File: src/rtl/chb7_pkg.sv
// Package: shared types for the seven-level gate generator.
// Assumes: mode encoding is fixed, 0 staircase and 1 PWM.
package chb7_pkg;
    typedef enum logic {
        MODE_STAIR = 1'b0,
        MODE_PWM   = 1'b1
    } mode_e;
endpackage

File: src/rtl/chb7_carrier_gen.sv
// Module: triangular ramp shared by all stacked carriers.
// The ramp counts up from the valley to the latched peak and back down.
// Peak count and mode are latched only at the valley (ramp == 0).
// Assumes: per_i is held stable by the caller around the valley it is meant for.
module chb7_carrier_gen
    import chb7_pkg::*;
#(
    parameter int PW = 10
) (
    input  logic          clk,
    input  logic          rst_n,
    input  logic          mode_i,
    input  logic [PW-1:0] per_i,
    output logic [PW-1:0] ramp_o,
    output logic [PW-1:0] per_o,
    output mode_e         mode_o
);
    logic [PW-1:0] ramp_q;
    logic [PW-1:0] per_q;
    logic          up_q;
    mode_e         mode_q;
    logic          valley;

    // Valley marks the carrier period boundary.
    assign valley = (ramp_q == '0);

    // Ramp direction, count and period-boundary latching.
    always_ff @(posedge clk) begin
        if (!rst_n) begin
            ramp_q <= '0;
            up_q   <= 1'b1;
            per_q  <= '0;
            mode_q <= MODE_STAIR;
        end else if (valley) begin
            per_q  <= per_i;
            mode_q <= mode_e'(mode_i);
            ramp_q <= (per_i == '0) ? '0 : PW'(1);
            up_q   <= 1'b1;
        end else if (up_q) begin
            if (ramp_q == per_q) begin
                ramp_q <= ramp_q - 1'b1;
                up_q   <= 1'b0;
            end else begin
                ramp_q <= ramp_q + 1'b1;
            end
        end else begin
            ramp_q <= ramp_q - 1'b1;
        end
    end

    assign ramp_o = ramp_q;
    assign per_o  = per_q;
    assign mode_o = mode_q;

    // ramp never exceeds the latched peak
    p_ramp_bound_r7: assert property (@(posedge clk) disable iff (!rst_n)
        ramp_q <= per_q);

    // ramp moves by one step per cycle, or rests at zero
    p_ramp_step_r7: assert property (@(posedge clk) disable iff (!rst_n)
        $past(rst_n) |-> ((ramp_q == $past(ramp_q) + 1'b1) ||
                          (ramp_q == $past(ramp_q) - 1'b1) ||
                          (ramp_q == '0 && $past(ramp_q) == '0)));

    // peak count changes only after a valley
    p_per_at_valley_r7: assert property (@(posedge clk) disable iff (!rst_n)
        (per_q != $past(per_q)) |-> ($past(ramp_q) == '0));

    // mode changes only after a valley
    p_mode_at_valley_r8: assert property (@(posedge clk) disable iff (!rst_n)
        (mode_q != $past(mode_q)) |-> ($past(ramp_q) == '0));
endmodule

File: src/rtl/chb7_level_cmp.sv
// Module: compares one reference with 2*NCELL stacked carriers.
// Carrier k above zero is k*P + ramp; its mirror below zero is -(k*P + ramp).
// Output level = exceeded upper carriers minus undercut lower carriers.
// Assumes: NCELL*(2^PW - 1) fits in CW-1 magnitude bits (ensured by CW).
module chb7_level_cmp #(
    parameter int RW    = 12,
    parameter int PW    = 10,
    parameter int NCELL = 3,
    parameter int LW    = 3
) (
    input  logic signed [RW-1:0] ref_i,
    input  logic        [PW-1:0] ramp_i,
    input  logic        [PW-1:0] per_i,
    output logic signed [LW-1:0] lvl_o
);
    localparam int CW = ((PW + 3) > (RW + 1)) ? (PW + 3) : (RW + 1);

    logic signed [CW-1:0] ref_ext;
    logic [NCELL-1:0]     above;
    logic [NCELL-1:0]     below;

    // Sign-extend the reference into the comparison width.
    assign ref_ext = {{(CW-RW){ref_i[RW-1]}}, ref_i};

    for (genvar k = 0; k < NCELL; k++) begin : g_band
        logic signed [CW-1:0] car;
        // Offset carrier built from the shared ramp.
        assign car = CW'(k) * {{(CW-PW){1'b0}}, per_i} + {{(CW-PW){1'b0}}, ramp_i};
        assign above[k] = (ref_ext > car);
        assign below[k] = (ref_ext < -car);
    end

    // Net level from the comparator votes.
    always_comb begin
        lvl_o = '0;
        for (int k = 0; k < NCELL; k++) begin
            lvl_o = lvl_o + LW'(above[k]) - LW'(below[k]);
        end
    end
endmodule

File: src/rtl/chb7_cell_decode.sv
// Module: level to cumulative cell-pair gate pattern.
// Cell c owns bits 4c..4c+3: positive pair at 4c,4c+1, negative at 4c+2,4c+3.
// Assumes: lvl_i lies in -NCELL..NCELL.
module chb7_cell_decode #(
    parameter int NCELL = 3,
    parameter int LW    = 3
) (
    input  logic signed [LW-1:0]      lvl_i,
    output logic        [4*NCELL-1:0] gate_o
);
    for (genvar c = 0; c < NCELL; c++) begin : g_cell
        localparam logic signed [LW-1:0] TH = LW'(c + 1);
        // Cell c conducts once the level magnitude reaches c+1.
        assign gate_o[4*c +: 2] = {2{lvl_i >= TH}};
        assign gate_o[4*c+2 +: 2] = {2{lvl_i <= -TH}};
    end
endmodule

File: src/rtl/chb7_gate_gen.sv
// Module: seven-level cascaded H-bridge gate generator (top).
// Selects a level from either a clamped staircase command or a stacked-carrier
// comparison, decodes it into cumulative cell pairs and registers the gates.
// Assumes: synchronous active-low reset; dead time is inserted downstream.
module chb7_gate_gen
    import chb7_pkg::*;
#(
    parameter int RW    = 12,
    parameter int PW    = 10,
    parameter int NCELL = 3
) (
    input  logic                clk,
    input  logic                rst_n,
    input  logic                mode_i,
    input  logic signed [RW-1:0] ref_i,
    input  logic        [PW-1:0] per_i,
    output logic [4*NCELL-1:0]  gate_o
);
    localparam int GW = 4 * NCELL;
    localparam int LW = $clog2(NCELL + 1) + 1;
    localparam logic signed [RW-1:0] SAT_HI = RW'(NCELL);
    localparam logic signed [RW-1:0] SAT_LO = -SAT_HI;

    logic [PW-1:0]        ramp;
    logic [PW-1:0]        per_q;
    mode_e                mode_q;
    logic signed [LW-1:0] pwm_lvl;
    logic signed [LW-1:0] stair_lvl;
    logic signed [LW-1:0] lvl_sel;
    logic [GW-1:0]        gate_d;
    logic [GW-1:0]        gate_q;

    chb7_carrier_gen #(.PW(PW)) u_car (
        .clk    (clk),
        .rst_n  (rst_n),
        .mode_i (mode_i),
        .per_i  (per_i),
        .ramp_o (ramp),
        .per_o  (per_q),
        .mode_o (mode_q)
    );

    chb7_level_cmp #(.RW(RW), .PW(PW), .NCELL(NCELL), .LW(LW)) u_cmp (
        .ref_i  (ref_i),
        .ramp_i (ramp),
        .per_i  (per_q),
        .lvl_o  (pwm_lvl)
    );

    // Staircase command clamped to the available levels.
    always_comb begin
        if (ref_i > SAT_HI)      stair_lvl = LW'(NCELL);
        else if (ref_i < SAT_LO) stair_lvl = -LW'(NCELL);
        else                     stair_lvl = ref_i[LW-1:0];
    end

    // Level source chosen by the latched mode.
    assign lvl_sel = (mode_q == MODE_PWM) ? pwm_lvl : stair_lvl;

    chb7_cell_decode #(.NCELL(NCELL), .LW(LW)) u_dec (
        .lvl_i  (lvl_sel),
        .gate_o (gate_d)
    );

    // Output gate register, cleared in reset.
    always_ff @(posedge clk) begin
        if (!rst_n) gate_q <= '0;
        else        gate_q <= gate_d;
    end

    assign gate_o = gate_q;

    // reset clears every gate
    p_reset_off_r1: assert property (@(posedge clk)
        !rst_n |=> (gate_o == '0));

    // a zero level leaves all switches off
    p_zero_level_r2: assert property (@(posedge clk) disable iff (!rst_n)
        ($past(rst_n) && $past(lvl_sel) == '0) |-> (gate_o == '0));

    for (genvar c = 0; c < NCELL; c++) begin : g_chk
        // positive pair switches together
        p_pos_pair_r3: assert property (@(posedge clk) disable iff (!rst_n)
            gate_o[4*c] == gate_o[4*c+1]);
        // negative pair switches together
        p_neg_pair_r4: assert property (@(posedge clk) disable iff (!rst_n)
            gate_o[4*c+2] == gate_o[4*c+3]);
        // a cell never drives both polarities
        p_one_side_r3: assert property (@(posedge clk) disable iff (!rst_n)
            !(gate_o[4*c] && gate_o[4*c+2]));
        if (c > 0) begin : g_cum
            // positive cells are stacked from cell 0 upward
            p_pos_cumul_r3: assert property (@(posedge clk) disable iff (!rst_n)
                gate_o[4*c] |-> gate_o[4*c-4]);
            // negative cells are stacked from cell 0 upward
            p_neg_cumul_r4: assert property (@(posedge clk) disable iff (!rst_n)
                gate_o[4*c+2] |-> gate_o[4*c-2]);
        end
    end
endmodule

File: config.mk
export PLATFORM = sky130hd
export DESIGN_NAME = chb7_gate_gen
export DESIGN_NICKNAME = d
export VERILOG_FILES = /design/src/rtl/chb7_pkg.sv /design/src/rtl/chb7_carrier_gen.sv /design/src/rtl/chb7_level_cmp.sv /design/src/rtl/chb7_cell_decode.sv /design/src/rtl/chb7_gate_gen.sv
export SDC_FILE = /design/constraint.sdc
export NUM_CORES = 1
export LEC_CHECK = 0
export BUFFER_PORTS_ARGS = -buffer_cell sky130_fd_sc_hd__clkbuf_2
export CORE_ASPECT_RATIO = 2
export CORE_MARGIN = 3
export CORE_UTILIZATION = 47
export DETAILED_ROUTE_END_ITERATION = 12
export PLACE_DENSITY = 0.65
export SETUP_SLACK_MARGIN = 0.3
export SLEW_MARGIN = 0
export SYNTH_ARGS = -nofsm -noshare
export SYNTH_HDL_FRONTEND = slang
export SYNTH_SLANG_ARGS = --single-unit
File: constraint.sdc
create_clock -name clk -period 7.8 [get_ports clk]
set_input_delay 1.17 -clock clk [delete_from_list [all_inputs] [get_ports clk]]
set_output_delay 1.17 -clock clk [all_outputs]
set_load 0.005 [all_outputs]
Word level (Yosys, flattened, before mapping):

Index checks and enable logic that the tools add are counted.

* $add $sub $neg: 12
* magnitude comparators: 14
* equal/unequal tests: 1
* multiplexer cells: 9
* bitwise gates (word level): 1
* reductions and logical operators: 3

Operators with widths (count)
* 12-bit by 13-bit < comparator with 1-bit output: 3
* 10-bit 2-to-1 mux: 3
* 13-bit negation: 2
* 10-bit zero test: 2
* 12-bit by 13-bit > comparator with 1-bit output: 1
* 10-bit negation with 13-bit output: 1
* 11-bit by 10-bit adder with 12-bit output: 1
* 12-bit by 11-bit > comparator with 1-bit output: 1
* 12-bit > comparator: 1
* 12-bit by 3-bit > comparator with 1-bit output (second input constant): 1
* 12-bit by 3-bit < comparator with 1-bit output (second input constant): 1
* 10-bit by 10-bit adder with 11-bit output: 1
* 10-bit by 1-bit adder with 10-bit output (second input constant): 1
* 10-bit == test: 1
* 10-bit by 1-bit subtractor with 10-bit output (second input constant): 1
* 3-bit 2-to-1 mux: 3
* 3-bit by 1-bit adder with 3-bit output: 2
* 3-bit >= comparator (second input constant): 2
* 3-bit by 1-bit subtractor with 3-bit output: 2
* 3-bit by 2-bit >= comparator with 1-bit output (second input constant): 1
* 3-bit by 1-bit <= comparator with 1-bit output (second input constant): 1
* 3-bit by 2-bit <= comparator with 1-bit output (second input constant): 1
* 3-bit <= comparator (second input constant): 1
* 1-bit 2-to-1 mux: 3
* 3 further kinds: 3

* register bits after elaboration: 33
* input port bits: 25
* output and inout port bits: 12

Logic depth before layout (Yosys ltp):

Gate-level depths: netlist (run 1).

* word-level depth: 9
* depth in mapped cells: 24

Hierarchy:

Synthesis (run 1) repeated with hierarchy kept, for this count alone.

* cells, all modules: 627
* area, all modules: 5089.9 um2

By module, submodules not included
* chb7_level_cmp: instances 1, cells each 388, area an instance 3110.5 um2
* chb7_carrier_gen: instances 1, cells each 174, area an instance 1375.1 um2
* chb7_gate_gen: instances 1, cells each 43, area an instance 444.2 um2
* chb7_cell_decode: instances 1, cells each 22, area an instance 160.2 um2

Least setup slack after synthesis (run 1):

OpenSTA, ideal clock, no wires.

* kind: flip-flop to flip-flop
* start point: register u_car.ramp_q[1], in the netlist u_car.ramp_o[1]
* end point: register gate_q[9], in the netlist gate_o[9]
* setup time: 115 ps
* arrival: 5359 ps
* required time: 7685 ps
* slack: 2326 ps
* cell stages (with the launch flop): 25
* path buffers: 0
* clock period less this slack: 5474 ps
* cell sequence: dfxtp_1 ha_1 fa_1 a211oi_1 o21a_1 o311ai_0 or2_1 or3_1 o31a_1 a31oi_1 ha_1 nor2_1 nand2_1 a211oi_1 a21o_1 fa_1 inv_1 fa_1 inv_1 fa_1 nand2b_1 a22oi_1 ha_1 xnor2_1 o21a_1

* cells in the longest elaborated chain, start to end: 9
* elaborated cells between the ends (all ways): 18
* those cells by class: add/sub (10); order compare (7); mux (1)

Ends and longest elaborated chain
* start, declared: line chb7_carrier_gen.sv:18 `logic [PW-1:0] ramp_q;`
* start signal, assigned: line chb7_carrier_gen.sv:37 `ramp_q <= (per_i == '0) ? '0 : PW'(1);`
* start signal, assigned: line chb7_carrier_gen.sv:41 `ramp_q <= ramp_q - 1'b1;`
* start signal, assigned: line chb7_carrier_gen.sv:44 `ramp_q <= ramp_q + 1'b1;`
* parallel branches: the longest is 6 deep, another holds 13-bit negation
* 3-bit by 1-bit subtractor with 3-bit output *: line chb7_level_cmp.sv:37 `lvl_o = lvl_o + LW'(above[k]) - LW'(below[k]);`
* 3-bit 2-to-1 mux *: line chb7_gate_gen.sv:58 `assign lvl_sel = (mode_q == MODE_PWM) ? pwm_lvl : stair_lvl;`
* 3-bit >= comparator *: line chb7_cell_decode.sv:14 `assign gate_o[4*c +: 2] = {2{lvl_i >= TH}};`
* end signal, assigned: line chb7_gate_gen.sv:68 `else gate_q <= gate_d;`
* end, declared: line chb7_gate_gen.sv:31 `logic [GW-1:0] gate_q;`

Mark *: on every way between the ends.
A chain may end at the register's enable or synchronous reset.

Worst setup path in the final report (run 1):

* start point: register u_car.per_q[1], in the netlist u_car.per_o[1]
* end point: register gate_q[9], in the netlist gate_o[9]

* cells in the longest elaborated chain, start to end: 8
* elaborated cells between the ends (all ways): 14
* those cells by class: add/sub (8); order compare (5); mux (1)

Ends and longest elaborated chain
* start, declared: line chb7_carrier_gen.sv:19 `logic [PW-1:0] per_q;`
* start signal, assigned: line chb7_carrier_gen.sv:35 `per_q <= per_i;`
* 10-bit by 10-bit adder with 11-bit output: line chb7_level_cmp.sv:28 `assign car = CW'(k) * {{(CW-PW){1'b0}}, per_i} + {{(CW-PW){1'b0}}, ramp_i};`
* 13-bit negation or 12-bit > comparator (tied branches): line chb7_level_cmp.sv:30, chb7_level_cmp.sv:29
* 12-bit by 13-bit < comparator with 1-bit output or 3-bit by 1-bit adder with 3-bit output (tied branches): line chb7_level_cmp.sv:30, chb7_level_cmp.sv:37
* 3-bit by 1-bit subtractor with 3-bit output: line chb7_level_cmp.sv:37
* 3-bit by 1-bit adder with 3-bit output: line chb7_level_cmp.sv:37
* 3-bit by 1-bit subtractor with 3-bit output *: line chb7_level_cmp.sv:37
* 3-bit 2-to-1 mux *: line chb7_gate_gen.sv:58
* 3-bit >= comparator *: line chb7_cell_decode.sv:14

Mark *: on every way between the ends. The rest lies on a longest branch, timed or not.

==> reports/qor.yml, run 1 <==
cts:
  htree_levels: 1
  path_clk_slew_ps: 70
  tritoncts: "yes"
  cts_root_buffer: "clkbuf_16"
  cts_buffers: 3
  cts.path.max_buffers: 2
  clock-sinks: 28
  ctsResizeCount: 0
  postCtsSetupBuffers: 0
  clock_latency_ps: 270
  ctsHoldBuffers: 0
worst_setup_path:
  cp.required_ps: 7970
  start_kind: "flip-flop"
  cp_max_fo: 5
  slowest_stage: "dfxtp_1"
  critPathBufInv: 2
  worst-setup-path-type: "reg -> reg"
  crit_chain: "ha_1, a211oi_1, o21bai_1, or3_1, a41oi_1, xor2_1, nor3b_2, xnor2_1, ha_1, a21o_1, a211oi_1, mux2i_1, a211oi_1, fa_1, inv_1, fa_1, inv_1, fa_1, nand2b_1, a22oi_1, ha_1, xnor2_1, o21a_1"
  cp_top_family: "adder cells"
  critical-path-max-stage-delay_ps: 480
  worst_setup_path_end_kind: "flip-flop"
  cp_data_arrival_time_ps: 6400
sta:
  finalSetupTns_ps: 0
  slew_viol_final: 0
  period_needed_ps: 6232
  finalSetupViolCount: 0
  finalHoldViolCount: 0
  rsz0062_at_grt: "false"
  skew_ps: 5.340
  fmax_mhz: 160.5
  slew_headroom: 0.5855
  tightest_slew_ps: 615.2
  post-route-period-util: 0.7990
final_layout:
  drive_gt1_frac: 0.08137
  area_growth_pct: 8.319
  final_area_mm2: 0.004562
  final_nets: 678
  final_cells: 653
  n_antenna_cell: 0
  final_core_util: 0.5239
  fill_cells: 848
placed_design:
  gp_congestion: 0.9180
  dpl.cell_count: 649
  placement.cell_area_mm2: 0.004457
  portBuffers: 36
  dp_hpwl_um: 10460
floorplanning:
  io_pins: 37
  die_w_um: 72.94
  dieHeight_um: 139.9
  start_util: 0.4836
  die-area_mm2: 0.01020
  coreArea_mm2: 0.008708
  rows: 48
logic_synthesis:
  syn_area_mm2: 0.004212
  avgSynthCellArea_um2: 8.037
  synth_area_leaders: "ha_1 (28%), dfxtp_1 (13%), xnor2_1 (8.1%)"
  async_reset_ff_frac: 0
  synth_edf_count: 0
  synth_cell_type_count: 52
  yosys_warnings: 0
  synthFlopType: "dfxtp_1"
  synth_top_area_frac: 0.2793
  yosysTopAreaCell: "ha_1"
  yosysMostFrequentCell: "ha_1"
  synth_seq_area_share: 0.1331
  synth_common_cells: "ha_1 (94), nand2_1 (43), inv_1 (41)"
  synth_nets: 648
  synth_seq_cells: 28
  synthCells: 524
flow_run:
  cap_violations: 0
power:
  combPwrFrac: 0.802
  p_seq_frac: 0.125
  switching_share: 0.5094
  intPower_mw: 1.016
  p_per_area_mw_per_mm2: 454.1
  switchingPower_mw: 1.055
  p_clk_frac: 0.073
  leakagePower_nw: 2.135
  vdd_drop_max_v: 0.0003637
route:
  wl_um: 12310
  num_vias: 4032
  ant_nets: 0
  drt_first_iter_violations: 162
  first_pass_iters: 4
  viasPerCell: 6.175
  drc: 0
  wl_per_cell_um: 18.85
worst_hold_path:
  hold_path_class: "reg -> reg"
status:
  run_status: "completed"
global_route:
  antenna_found_initial: 0
  gr-total-overflow: 0
  grt_pass1_vias: 4138
  grt_usage: 0.2491
  grt_pass1_wl_um: 19670
  grt_start_max_net_pins: 18
-- cell families (layout without fill, tap and decap cells) --
logic type	after synthesis	in the layout	synth area share
fa+ha+maj	99	99	0.3030
xor+xnor	46	46	0.09566
simple gates	167	167	0.2008
compound gates	126	126	0.2044
mux	4	4	0.009507
flops	28	28	0.1331
buf+inv	54	83	0.05347
-- final cells by class --
type                       instances  area (um^2)  area share
clock buffer                       3        75.07     0.01646
clock inverter                     1        30.03    0.006583
inverter                          42        157.7     0.03456
multi-input combinational        442         3426      0.7510
sequential                        28        560.5      0.1229
tap                              100        125.1     0.02743
timing repair buffer              37        187.7     0.04114
-- final timing paths --
path / startpoint / endpoint / slack, ps / cells past startpoint
min reg2reg: u_car.per_o[0] / u_car.per_o[0] / 510 / 2
max: u_car.per_o[1] / gate_o[9] / 1570 / 23
min: u_car.per_o[0] / u_car.per_o[0] / 510 / 2
max reg2reg: u_car.per_o[1] / gate_o[9] / 1570 / 23
-- worst reg2reg max path: stages (launching register included) --
cell	delay [ps]
dfxtp_1	480
ha_1	330
a211oi_1	330
o21bai_1	190
or3_1	330
a41oi_1	240
xor2_1	340
nor3b_2	290
xnor2_1	160
ha_1	270
a21o_1	190
a211oi_1	220
mux2i_1	110
a211oi_1	300
fa_1	450
inv_1	90
fa_1	160
inv_1	50
fa_1	480
nand2b_1	160
a22oi_1	330
ha_1	330
xnor2_1	130
o21a_1	170
-- stage by stage --
step / hold slack (ps) / setup slack (ps) / power [mW]
after floorplan: 464.0 / 2326 / 1.512
after global placement: 498.6 / 1746 / 1.859
after detailed placement: 505.7 / 1601 / 1.914
after CTS: 515.3 / 1601 / 2.081
after global routing: 535.5 / 1250 / 2.327
final: 513.1 / 1568 / 2.071
-- layout by cell type (no fill, tap or decap), drive strengths merged, types with 4 or more instances in the layout --
cell type,n
a21oi,23
nand2b,6
nor3,17
nor2b,13
nor4,8
a31oi,6
xnor2,39
dfxtp,28
nand3,14
clkbuf,39
fa,5
inv,41
a21o,11
xor2,7
a211oi,9
mux2i,4
o21a,15
o21ai,18
o211ai,6
ha,94
or3,6
a21boi,13
and3,5
nand2,43
nor2,30
nand4,11
-- power groups by stage --
stage          registers [mW]  clock network [mW]  logic, mW
2_1_floorplan           0.229                   0       1.28
3_3_place_gp            0.260                   0       1.60
3_5_place_dp            0.261                   0       1.65
4_1_cts                 0.259               0.156       1.67
5_1_grt                 0.263               0.158       1.91
6_report                0.259               0.152       1.66
-- routing by layer --
metal / track usage / share of wire / routed length, um
met3: 0.01085 / 0.039 / 484
met2: 0.4652 / 0.53 / 6585
met5: 0 / 0 / 0
met4: 0.1722 / 0.068 / 842
met1: 0.2501 / 0.36 / 4397
-- registers in the layout, indices dropped and copies added, names as in the netlist --
register / count
u_car.per_o: 10
u_car.up_q: 1
gate_o: 6
u_car.mode_o: 1
u_car.ramp_o: 10
(Power assumes the default switching activity.)
==> inputs of run 2 (changes only) <==
Clock period 7.8 ns to 5.9 ns, I/O delays scaled along.
==> run 2 against run 1 <==
  * Highest routed layer unchanged
  * Core utilization up 4.6 points
  * Maximum frequency grew 12%
  * Clock power about the same
  * Register-to-register slack worse by 1200 ps
  * Hold slack improved by 15 ps
  * Combinational power rose by 58%
  * Clock skew shrank 2.9 ps
  * Die area did not move
  * Critical path type unchanged
==> reports/qor.yml, run 2 (synthesis results as in run 1) <==
floorplanning:
  rows: 48
  dieHeight_um: 139.9
  coreArea_mm2: 0.008708
  die-area_mm2: 0.01020
  start_util: 0.4836
  io_pins: 37
  die_w_um: 72.94
final_layout:
  final_nets: 707
  fill_cells: 817
  layout_commonest_cell: "ha_1"
  layout_common_cells: "ha_1 (88), nand2_1 (43), inv_1 (40)"
  area_growth_pct: 17.86
  final_cells: 681
  final_core_util: 0.5700
  drive_gt1_frac: 0.1910
  n_antenna_cell: 0
placed_design:
  dp_hpwl_um: 10510
  gp_congestion: 0.9052
  dpl.cell_count: 669
  portBuffers: 36
route:
  drt_first_iter_violations: 206
  num_vias: 4149
  drc: 0
  wl_per_cell_um: 18.83
  wl_um: 12820
  first_pass_iters: 6
  ant_nets: 0
  viasPerCell: 6.093
cts:
  clock_latency_ps: 260
  htree_levels: 1
  clock-sinks: 28
  ctsHoldBuffers: 0
  tritoncts: "yes"
  path_clk_slew_ps: 60
  cts.path.max_buffers: 2
  cts_root_buffer: "clkbuf_16"
  cts_buffers: 3
global_route:
  grt_pass1_vias: 4197
  grt_start_max_net_pins: 18
  gr-total-overflow: 0
  antenna_found_initial: 0
  grt_pass1_wl_um: 20360
  grt_usage: 0.2566
power:
  p_per_area_mw_per_mm2: 628.0
  leakagePower_nw: 2.280
  vdd_drop_max_v: 0.0003324
  finalPower_mw: 3.117
sta:
  post-route-period-util: 0.9420
  finalHoldViolCount: 0
  finalSetupViolCount: 0
  skew_ps: 2.428
  slew_viol_final: 0
  rsz0062_at_grt: "true"
  slew_headroom: 0.6146
  period_needed_ps: 5558
  tightest_slew_ps: 572.8
  finalSetupTns_ps: 0
  fmax_mhz: 179.9
worst_setup_path:
  cp.required_ps: 6060
  cp_max_fo: 3
  start_kind: "flip-flop"
  cp_data_arrival_time_ps: 5710
  worst-setup-path-type: "reg -> reg"
  worst_setup_path_end_kind: "flip-flop"
flow_run:
  cap_violations: 0
status:
  run_status: "completed"
worst_hold_path:
  hold_path_class: "reg -> reg"
==> run 2: worst max-delay path, stage by stage, from the launching register on <==
cell	delay, ps
dfxtp_4	370
ha_4	170
fa_2	350
a21o_1	240
a221oi_2	290
xnor2_1	140
nor2_1	150
nand3_1	120
nor3b_2	210
xnor2_1	100
ha_1	310
and4_1	220
nand2_1	70
a31oi_1	170
a211oi_2	70
buf_4	140
fa_1	520
inv_1	60
fa_2	360
inv_2	70
fa_1	410
nand2b_4	160
a22oi_2	190
ha_1	280
xnor2_1	130
o21a_1	170
==> run 2: metrics by stage <==
stage	setup WS, ps	instance area [um^2]	hold WS, ps
after floorplan	426.2	4212	464.0
after global placement	3.799	4607	485.1
after detailed placement	-41.62	4607	505.4
after CTS	315.7	4837	511.4
after global routing	11.36	4964	552.3
final	342.3	4964	528.4
==> run 2: final timing paths <==
check | slack [ps] | start | cells past startpoint | end
setup reg to reg | 340 | u_car.per_o[0] | 25 | gate_o[9]
hold / removal | 530 | u_car.per_o[0] | 2 | u_car.per_o[0]
setup / recovery | 340 | u_car.per_o[0] | 25 | gate_o[9]
hold reg to reg | 530 | u_car.per_o[0] | 2 | u_car.per_o[0]
==> run 2: metal layers <==
layer	vias to the layer above	GRT usage	share of wire
met2	111	0.4890	0.55
met5	-	0	0
met3	36	0.007231	0.033
met4	0	0.1265	0.051
met1	1976	0.2743	0.37
li1	2026	-	-
==> run 2: cell type report <==
class / count / area [um^2] / area share
inverters: 42 / 157.7 / 0.03176
clock buffers: 3 / 75.07 / 0.01512
well taps: 100 / 125.1 / 0.02521
multi-input cells: 442 / 3621 / 0.7295
repair buffers: 66 / 409.1 / 0.08243
flip-flops and latches: 28 / 575.6 / 0.1160
==> run 2: power by group <==
part / internal [mW] / leakage (nW) / switching [mW]
clock: 0.0898 / 0.0370 / 0.0590
combinational: 1.25 / 2.01 / 1.37
sequential: 0.253 / 0.234 / 0.0908
total: 1.60 / 2.28 / 1.52
==> run 2: what timing repair did <==
item | CTS | global route
setup buffers | 5 | 4
gates resized for setup | 25 | 22
pin swaps | 10 | 17
setup endpoints to repair | 1 | 1
==> inputs of run 3 (changes only) <==
Settings changed: PLACE_DENSITY 0.65 to default, SYNTH_HIERARCHICAL from default to 1.
==> run 3 against run 2 <==
  * Core utilization grew 0.32 points
  * Sequential power grew 9.3%
  * Synthesized cell count grew 20%
  * Highest routed layer unchanged
==> reports/qor.yml, run 3 <==
status:
  run_status: "completed"
sta:
  slew_headroom: 0.3630
  tightest_slew_ps: 952.2
  slew_viol_final: 0
  finalSetupTns_ps: 0
  rsz0062_at_grt: "true"
  period_needed_ps: 5465
  skew_ps: 6.663
  finalSetupViolCount: 0
  fmax_mhz: 183.0
  finalHoldViolCount: 0
  post-route-period-util: 0.9262
worst_setup_path:
  cp_top_family: "adder cells"
  critPathBufInv: 4
  r2r_slack_ps: 440
  critical-path-max-stage-delay_ps: 540
  worst-setup-path-type: "reg -> reg"
  cp_data_arrival_time_ps: 5640
  cp.required_ps: 6070
  slowest_stage: "fa_1"
  start_kind: "flip-flop"
  r2r_cells: 25
  timing.rr.start: "u_car/per_o[1]"
  worst_setup_path_end_kind: "flip-flop"
  r2r-end: "gate_o[2]"
  crit_cells: 25
  cp_max_fo: 4
cts:
  ctsHoldBuffers: 0
  cts_root_buffer: "clkbuf_16"
  htree_levels: 2
  clock_latency_ps: 280
  cts_buffers: 5
  tritoncts: "yes"
  cts.path.max_buffers: 2
  path_clk_slew_ps: 50
  clock-sinks: 34
logic_synthesis:
  synthCells: 627
  yosysMostFrequentCell: "ha_1"
  synthXorXnorAreaFrac: 0.08358
  syn_area_mm2: 0.005090
  yosys_warnings: 6
  synthAdderAreaFrac: 0.2557
  synth_seq_area_share: 0.1337
  synth_top_area_frac: 0.2360
  yosys.area_share.simple: 0.2520
  synth_common_cells: "ha_1 (96), nand2_1 (60), inv_1 (43)"
  synth_top_family_by_area: "adder cells"
  synth_seq_cells: 34
  synth_edf_count: 0
  avgSynthCellArea_um2: 8.118
  synthFlopType: "dfxtp_1"
  async_reset_ff_frac: 0
  synth_area_leaders: "ha_1 (24%), dfxtp_1 (13%), xnor2_1 (5.7%)"
  yosysTopAreaCell: "ha_1"
  synthMuxAreaShare: 0.01598
  synth-compound-area-share: 0.1976
  synth_nets: 753
  synth_cell_type_count: 76
worst_hold_path:
  hold_path_depth: 2
  worstHoldStart: "u_car/per_o[1]"
  hold_path_class: "reg -> reg"
  worstHoldEndpoint: "u_car/per_o[1]"
route:
  ant_nets: 0
  drt_first_iter_violations: 149
  drc: 0
  viasPerCell: 5.818
  num_vias: 4736
  first_pass_iters: 4
  wl_um: 14150
  wl_per_cell_um: 17.39
power:
  leakagePower_nw: 2.658
  finalPower_mw: 3.381
  p_per_area_mw_per_mm2: 559.5
  vdd_drop_max_v: 0.0003265
final_layout:
  final_nets: 802
  largest_register_ffs: 12
  area_growth_pct: 18.73
  n_antenna_cell: 0
  fill_cells: 974
  layout_commonest_cell: "ha_1"
  drive_gt1_frac: 0.2230
  layout_common_cells: "ha_1 (82), nand2_1 (58), inv_1 (43)"
  final_core_util: 0.5732
floorplanning:
  die_w_um: 79.59
  start_util: 0.4827
  die-area_mm2: 0.01219
  dieHeight_um: 153.2
  rows: 53
  io_pins: 37
  coreArea_mm2: 0.01054
global_route:
  antenna_found_initial: 0
  grt_start_max_net_pins: 36
  grt_usage: 0.2378
  grt_pass1_vias: 4718
  gr-total-overflow: 0
  grt_pass1_wl_um: 23090
flow_run:
  cap_violations: 0
placed_design:
  dp_hpwl_um: 11380
  gp_congestion: 0.8943
  portBuffers: 36
## run 3: layout make-up
type	count	area (um^2)	area share
Timing Repair Buffer	65	409.1	0.06770
Inverter	45	168.9	0.02795
Tap cell	137	171.4	0.02836
Clock buffer	7	142.6	0.02360
Multi-Input combinational cell	525	4453	0.7369
Clock inverter	1	5.005	0.0008282
Sequential cell	34	693.2	0.1147
## run 3: cell families (layout without fill, tap and decap cells)
kind of cell | Yosys count | count (layout)
buffers and inverters | 68 | 118
multiplexers | 8 | 8
XOR/XNOR | 46 | 46
AND/OR/NAND/NOR | 238 | 238
flip-flops | 34 | 34
AO/OA/AOI/OAI | 132 | 132
adder cells (fa/ha/maj) | 101 | 101
## run 3: report_power, final
group	switching (mW)	internal [mW]	total, mW
logic	1.49	1.26	2.75
clock network	0.0928	0.167	0.260
registers	0.0685	0.307	0.375
total	1.65	1.73	3.38
## run 3: worst max-delay path by stage
stage,startpoint,end
detailed placement,u_car/per_o[0],gate_o[9]
global placement,u_car/per_o[0],gate_o[8]
global route,u_car/per_o[1],gate_o[8]
CTS,u_car/per_o[0],gate_o[8]
floorplan,u_car/ramp_o[0],gate_o[9]
finish,u_car/per_o[1],gate_o[2]
## run 3: worst reg2reg max path, cell delays in order, from the launching register on
cell       delay, ps
dfxtp_4          360
buf_6            130
ha_4             240
a211oi_4         340
or4b_4           210
o2111ai_4        140
nor3_4           280
buf_4            150
buf_4             90
a21o_1           100
nand2_1           50
ha_1             280
and4_1           180
o21ai_0          100
a31oi_1          200
o31ai_2          100
fa_1             540
inv_1             50
fa_2             330
fa_1             440
o22a_2           270
and2_4           160
ha_4             260
nor2b_1          110
mux2i_1           80
and2_1           160
## run 3: metrics by stage
step	setup WS (ps)	area [um^2]	hold WS, ps	std cells
floorplan	337.7	5104	475.5	627
global placement	107.4	5439	497.5	794
detailed placement	15.34	5439	509.1	794
CTS	311.5	5791	488.2	810
global route	244.0	6043	516.0	814
finish	435.2	6043	497.3	814
## run 3: metal layers
layer,global-route usage,wire length [um]
met3,0.01356,450
met2,0.4471,7809
met5,0,0
met1,0.2624,5372
met4,0.1090,520
## run 3: repair_timing
action	CTS	global route
gates resized for setup	27	44
setup endpoints to repair	4	4
pin swaps	17	26
buffers inserted	8	4
